<file path="src/rtl/mstep_pkg.sv">
package mstep_pkg;

    // Default width of the upper (full-cycle) counter.
    localparam int unsigned UPPER_W_DEF = 4;

    // Phase state: raw clock phase and the ready freeze flag.
    typedef struct packed {
        logic ph;
        logic frz;
    } phase_t;

    // A request is taken when eoi is high in an odd half and not blocked.
    function automatic logic eoi_hit(input logic eoi, input logic odd, input logic blk);
        return eoi && odd && !blk;
    endfunction

endpackage

</file>
<file path="src/rtl/mstep_phase.sv">
module mstep_phase
    import mstep_pkg::*;
(
    input  logic clk,
    input  logic rst,
    input  logic ph_en,
    input  logic rdy,
    output logic adv,
    output logic odd
);
    phase_t st;

    always_ff @(posedge clk) begin
        if (rst) begin
            st <= '0;
        end else begin
            if (ph_en) st.ph <= !st.ph;
            if (ph_en && st.ph) st.frz <= !rdy;
        end
    end

    assign adv = ph_en && st.ph && rdy;
    assign odd = st.ph || st.frz;

    // a frozen count stays on an odd step until an advance occurs
    assert_frz_hold_R7: assert property (@(posedge clk) disable iff (rst)
        (st.frz && !adv) |=> odd);

endmodule

</file>
<file path="src/rtl/mstep_eoi.sv">
module mstep_eoi
    import mstep_pkg::*;
(
    input  logic clk,
    input  logic rst,
    input  logic eoi,
    input  logic odd,
    input  logic adv,
    output logic clr
);
    logic pend;
    logic blk;
    logic hit;

    assign hit = eoi_hit(eoi, odd, blk);
    assign clr = adv && (pend || hit);

    always_ff @(posedge clk) begin
        if (rst) begin
            pend <= 1'b0;
            blk  <= 1'b0;
        end else if (clr) begin
            pend <= 1'b0;
            blk  <= eoi;
        end else begin
            pend <= (pend || hit) && !adv;
            blk  <= blk && eoi;
        end
    end

    // once a clear is served, no request remains pending
    assert_once_R6: assert property (@(posedge clk) disable iff (rst)
        clr |=> !pend);

    // a stored request is only dropped by an advance
    assert_keep_R8: assert property (@(posedge clk) disable iff (rst)
        (pend && !adv) |=> pend);

endmodule

</file>
<file path="src/rtl/mstep_count.sv">
module mstep_count #(
    parameter int unsigned UW = 4
) (
    input  logic          clk,
    input  logic          rst,
    input  logic          adv,
    input  logic          clr,
    output logic [UW-1:0] upper,
    output logic          strobe
);
    logic start;

    always_ff @(posedge clk) begin
        if (rst) begin
            upper  <= '0;
            start  <= 1'b1;
            strobe <= 1'b0;
        end else begin
            strobe <= start || clr;
            start  <= 1'b0;
            if (adv) upper <= clr ? '0 : upper + 1'b1;
        end
    end

    // without an advance the upper field holds
    assert_hold_R2: assert property (@(posedge clk) disable iff (rst)
        !adv |=> $stable(upper));

    // a plain advance adds exactly one
    assert_inc_R2: assert property (@(posedge clk) disable iff (rst)
        (adv && !clr) |=> (upper == UW'($past(upper) + 1'b1)));

    // the latch strobe only coincides with a zero upper field
    assert_stb_zero_R10: assert property (@(posedge clk) disable iff (rst)
        strobe |-> (upper == '0));

endmodule

</file>
<file path="src/rtl/mstep_seq.sv">
module mstep_seq #(
    parameter int unsigned UW = mstep_pkg::UPPER_W_DEF
) (
    input  logic        clk,
    input  logic        rst,
    input  logic        ph_en,
    input  logic        rdy,
    input  logic        eoi,
    output logic [UW:0] step,
    output logic        sync,
    output logic        latch_strobe
);
    logic          adv;
    logic          odd;
    logic          clr;
    logic [UW-1:0] upper;

    mstep_phase u_phase (
        .clk  (clk),
        .rst  (rst),
        .ph_en(ph_en),
        .rdy  (rdy),
        .adv  (adv),
        .odd  (odd)
    );

    mstep_eoi u_eoi (
        .clk(clk),
        .rst(rst),
        .eoi(eoi),
        .odd(odd),
        .adv(adv),
        .clr(clr)
    );

    mstep_count #(.UW(UW)) u_count (
        .clk   (clk),
        .rst   (rst),
        .adv   (adv),
        .clr   (clr),
        .upper (upper),
        .strobe(latch_strobe)
    );

    assign step = {upper, odd};
    assign sync = (upper == '0);

    // reset forces step zero, sync high and no strobe
    assert_rst_R3: assert property (@(posedge clk)
        rst |=> (step == '0 && sync && !latch_strobe));

    // phase cannot change without a phase enable
    assert_phase_R1: assert property (@(posedge clk) disable iff (rst)
        (!ph_en && !$past(rst)) |=> $stable(step));

endmodule

</file>
<file path="config.mk">
export PLATFORM = sky130hd
export DESIGN_NAME = mstep_seq
export DESIGN_NICKNAME = d
export VERILOG_FILES = /design/src/rtl/mstep_pkg.sv /design/src/rtl/mstep_phase.sv /design/src/rtl/mstep_eoi.sv /design/src/rtl/mstep_count.sv /design/src/rtl/mstep_seq.sv
export SDC_FILE = /design/constraint.sdc
export NUM_CORES = 1
export LEC_CHECK = 0
export BUFFER_PORTS_ARGS = -buffer_cell sky130_fd_sc_hd__buf_2
export CORE_AREA = 2 2 39 41
export CTS_CLUSTER_DIAMETER = 40
export CTS_CLUSTER_SIZE = 12
export DETAILED_ROUTE_END_ITERATION = 8
export DIE_AREA = 0 0 41 43
export GPL_TIMING_DRIVEN = 0
export SLEW_MARGIN = 20
export SYNTH_ARGS = -nofsm -noshare
export SYNTH_HDL_FRONTEND = slang
export SYNTH_HIERARCHICAL = 1
export SYNTH_SLANG_ARGS = --single-unit
</file>
<file path="constraint.sdc">
create_clock -name clk -period 1.45 [get_ports clk]
set_input_delay 0.145 -clock clk [delete_from_list [all_inputs] [get_ports clk]]
set_output_delay 0.145 -clock clk [all_outputs]
set_load 0.02 [all_outputs]
</file>
==> results.sh <==
export IMPL_die_x_um=41
export IMPL_antenna_found_initial=0
export IMPL_ys_types=24
export IMPL_grt_pass1_vias=283
export IMPL_final_nets=69
export IMPL_cts_tree="built"
export IMPL_p_seq_share_pct=46.6
export IMPL_synth_ff_type="dfxtp_1"
export IMPL_async_reset_ff_share_pct=0
export IMPL_clock_sinks=10
export IMPL_switchingPower_w=0.000151
export IMPL_crit_buf_inv=1
export IMPL_portBuffers=11
export IMPL_ctsHoldBuffers=0
export IMPL_p_int_w=0.000484
export IMPL_final_hold_violation_count=0
export IMPL_rsz0062_at_grt="no"
export IMPL_tightest_slew_ns=0.244
export IMPL_vias_per_cell=4.78
export IMPL_ant_nets=0
export IMPL_clock_fmax_mhz=722
export IMPL_die_h_um=43
export IMPL_hold_class="in2reg"
export IMPL_drive_above_1_share_pct=43.5
export IMPL_max_stage_delay_ns=0.51
export IMPL_grt_total_usage_pct=10.8
export IMPL_final_cell_mix="11 x buf_2, 9 x dfxtp_1, 6 x a21oi_1, 4 x nor2_1"
export IMPL_finalCriticalPeriod_ns=1.38
export IMPL_worstSkewPairLatency_ns=0.26
export IMPL_grt_first_pass_wirelength_um=1210
export IMPL_synth_warnings=6
export IMPL_critPathCaptureType="register"
export IMPL_whs_ns=0.120
export IMPL_worstPathCellList="and3_4 -> inv_2 -> or4_1 -> a21oi_1"
export IMPL_yosys_top_cells_area="dfxtp_1 46%, a21oi_1 6.9%, nand3b_4 4.6%"
export IMPL_clkPwrFrac_pct=39.4
export IMPL_routabilityCongestion=0.685
export IMPL_rows=14
export IMPL_root_buffer="clkbuf_4"
export IMPL_utilization_pct=41.8
export IMPL_power_per_cell_area_mw_per_mm2=1100
export IMPL_switching_share_pct=23.7
export IMPL_postSynthNetCount=51
export IMPL_drv_slew=0
export IMPL_firstDrtPassIters=4
export IMPL_synth_area_per_cell_sq_um=9.70
export IMPL_initial_utilization_pct=31.6
export IMPL_synth_top_area_share_pct=45.8
export IMPL_die_area_sq_mm=0.00176
export IMPL_relSlewSlack_pct=83.5
export IMPL_peakVddDrop_v=0.000488
export IMPL_netlist_instances=45
export IMPL_synth_edff_count=0
export IMPL_startpoint_type="register"
export IMPL_syn_area_sq_um=437
export IMPL_vias=373
export IMPL_fin_crit_sh_pct=95.5
export IMPL_core_sq_mm=0.00138
export IMPL_syn_to_final_growth_pct=32.4
export IMPL_final_common_cell="buf_2"
export IMPL_antennaDiodeCount=0
export IMPL_cts_max_level=1
export IMPL_drv_cap=0
export IMPL_drtIter0Drc=5
export IMPL_finalSetupViolations=0
export IMPL_cts_made_buffers=3
export IMPL_fin_skew_ns=0.00318
export IMPL_place_hpwl_um=522
export IMPL_ys_seq_area_share_pct=45.8
export IMPL_critPathKind="reg2reg"
export IMPL_cp_arrival_ns=1.58
export IMPL_drc=0
export IMPL_nFillCells=148
export IMPL_crit_path_top_delay_cell="or4_1"
export IMPL_wl_per_cell_um=9.73
export IMPL_ff2ff_setup_slack_ns=0.07
export IMPL_path_clk_slew_ns=0.07
export IMPL_clockBufferDepth=2
export IMPL_crit_path_max_fanout=8
export IMPL_gr_total_overflow=0
export IMPL_cpLargestDelayFamily="simple AND/OR/NAND/NOR gates"
export IMPL_status="finished clean"
export IMPL_grt_max_degree=11
export IMPL_synth_largest_area_cell="dfxtp_1"
export IMPL_required_ns=1.65
export IMPL_p_comb_share_pct=14.0
export IMPL_power_leakage_nw=0.242
export IMPL_synth_seq_cells=10
export IMPL_io_pins=12
export IMPL_routed_wl_um=759
final timing paths:
path,startpoint,endpoint,depth (start not counted)
worst min-delay path,rst,u_count/start$_DFF_P_,1
worst max-delay path,u_phase/st[1]$_SDFFE_PP0P_,u_count/upper[3]$_SDFFE_PP0P_,4
worst min register to register,u_count/start$_DFF_P_,u_count/strobe$_SDFF_PP0_,2
worst max register to register,u_phase/st[1]$_SDFFE_PP0P_,u_count/upper[3]$_SDFFE_PP0P_,4
power by group through the flow:
stage / registers [W] / logic, W / clock network, W
final: 0.000296 / 0.0000888 / 0.000250
after global routing: 0.000298 / 0.0000973 / 0.000276
after global placement: 0.000302 / 0.0000764 / 0
after floorplan: 0.000304 / 0.0000504 / 0
after detailed placement: 0.000301 / 0.0000779 / 0
after CTS: 0.000295 / 0.0000803 / 0.000259
cell usage after synthesis (2+ instances only):
master   instances
a21oi_1          6
dfxtp_1         10
inv_1            2
nand2_1          2
nor2_1           4
o21ai_0          3
cell type report:
cell class | instances | area (sq um) | share of cell area [%]
multi-input combinational | 31 | 231 | 40.0
sequential | 10 | 201 | 34.8
timing repair buffer | 13 | 70.1 | 12.1
clock buffer | 4 | 36.3 | 6.28
tap | 16 | 20.0 | 3.46
inverter | 3 | 11.3 | 1.95
buffer | 1 | 7.51 | 1.30
kinds of logic (layout without fill, tap and decap cells):
| logic type | count (synthesis) | count (layout) | share of synthesized area (%) |
|---|---|---|---|
| flops | 10 | 10 | 45.8 |
| simple gates | 17 | 17 | 28.7 |
| compound gates | 12 | 12 | 16.3 |
| xor+xnor | 1 | 1 | 2.01 |
| fa+ha+maj | 1 | 1 | 2.86 |
| buf+inv | 4 | 21 | 4.30 |
flip-flops by register name, summed over array words and instances, names as in the netlist:
signal,cells
u_count/start,1
u_count/strobe,1
u_count/upper,4
u_eoi/blk,1
u_eoi/pend,1
u_phase/st,2
through the flow:
stage | worst slack (ns) | total power [W] | instance area, sq um | setup TNS [ns] | cells
6_report | 0.0650 | 0.000634 | 578 | 0 | 78
5_1_grt | 0.0375 | 0.000671 | 578 | 0 | 78
4_1_cts | 0.00500 | 0.000635 | 554 | 0 | 76
3_5_place_dp | -0.0598 | 0.000379 | 515 | -0.0598 | 72
3_3_place_gp | -0.0488 | 0.000378 | 515 | -0.0488 | 72
2_1_floorplan | 0.0111 | 0.000354 | 440 | 0 | 45
routing by layer:
| layer | up-vias | share of wire (%) | global-route usage [%] |
|---|---|---|---|
| met2 | 16 | 47 | 13.1 |
| met4 | 0 | 3.3 | 10.0 |
| met5 | - | 0 | 0 |
| li1 | 191 | - | - |
| met3 | 4 | 6.3 | 4.71 |
| met1 | 162 | 43 | 13.4 |
repair_timing:
action	CTS	global route
gates cloned	0	0
gates resized for setup	1	2
pin swaps	0	5
buffers inserted	0	2
setup endpoints to repair	1	2
(Power assumes the default switching activity.)
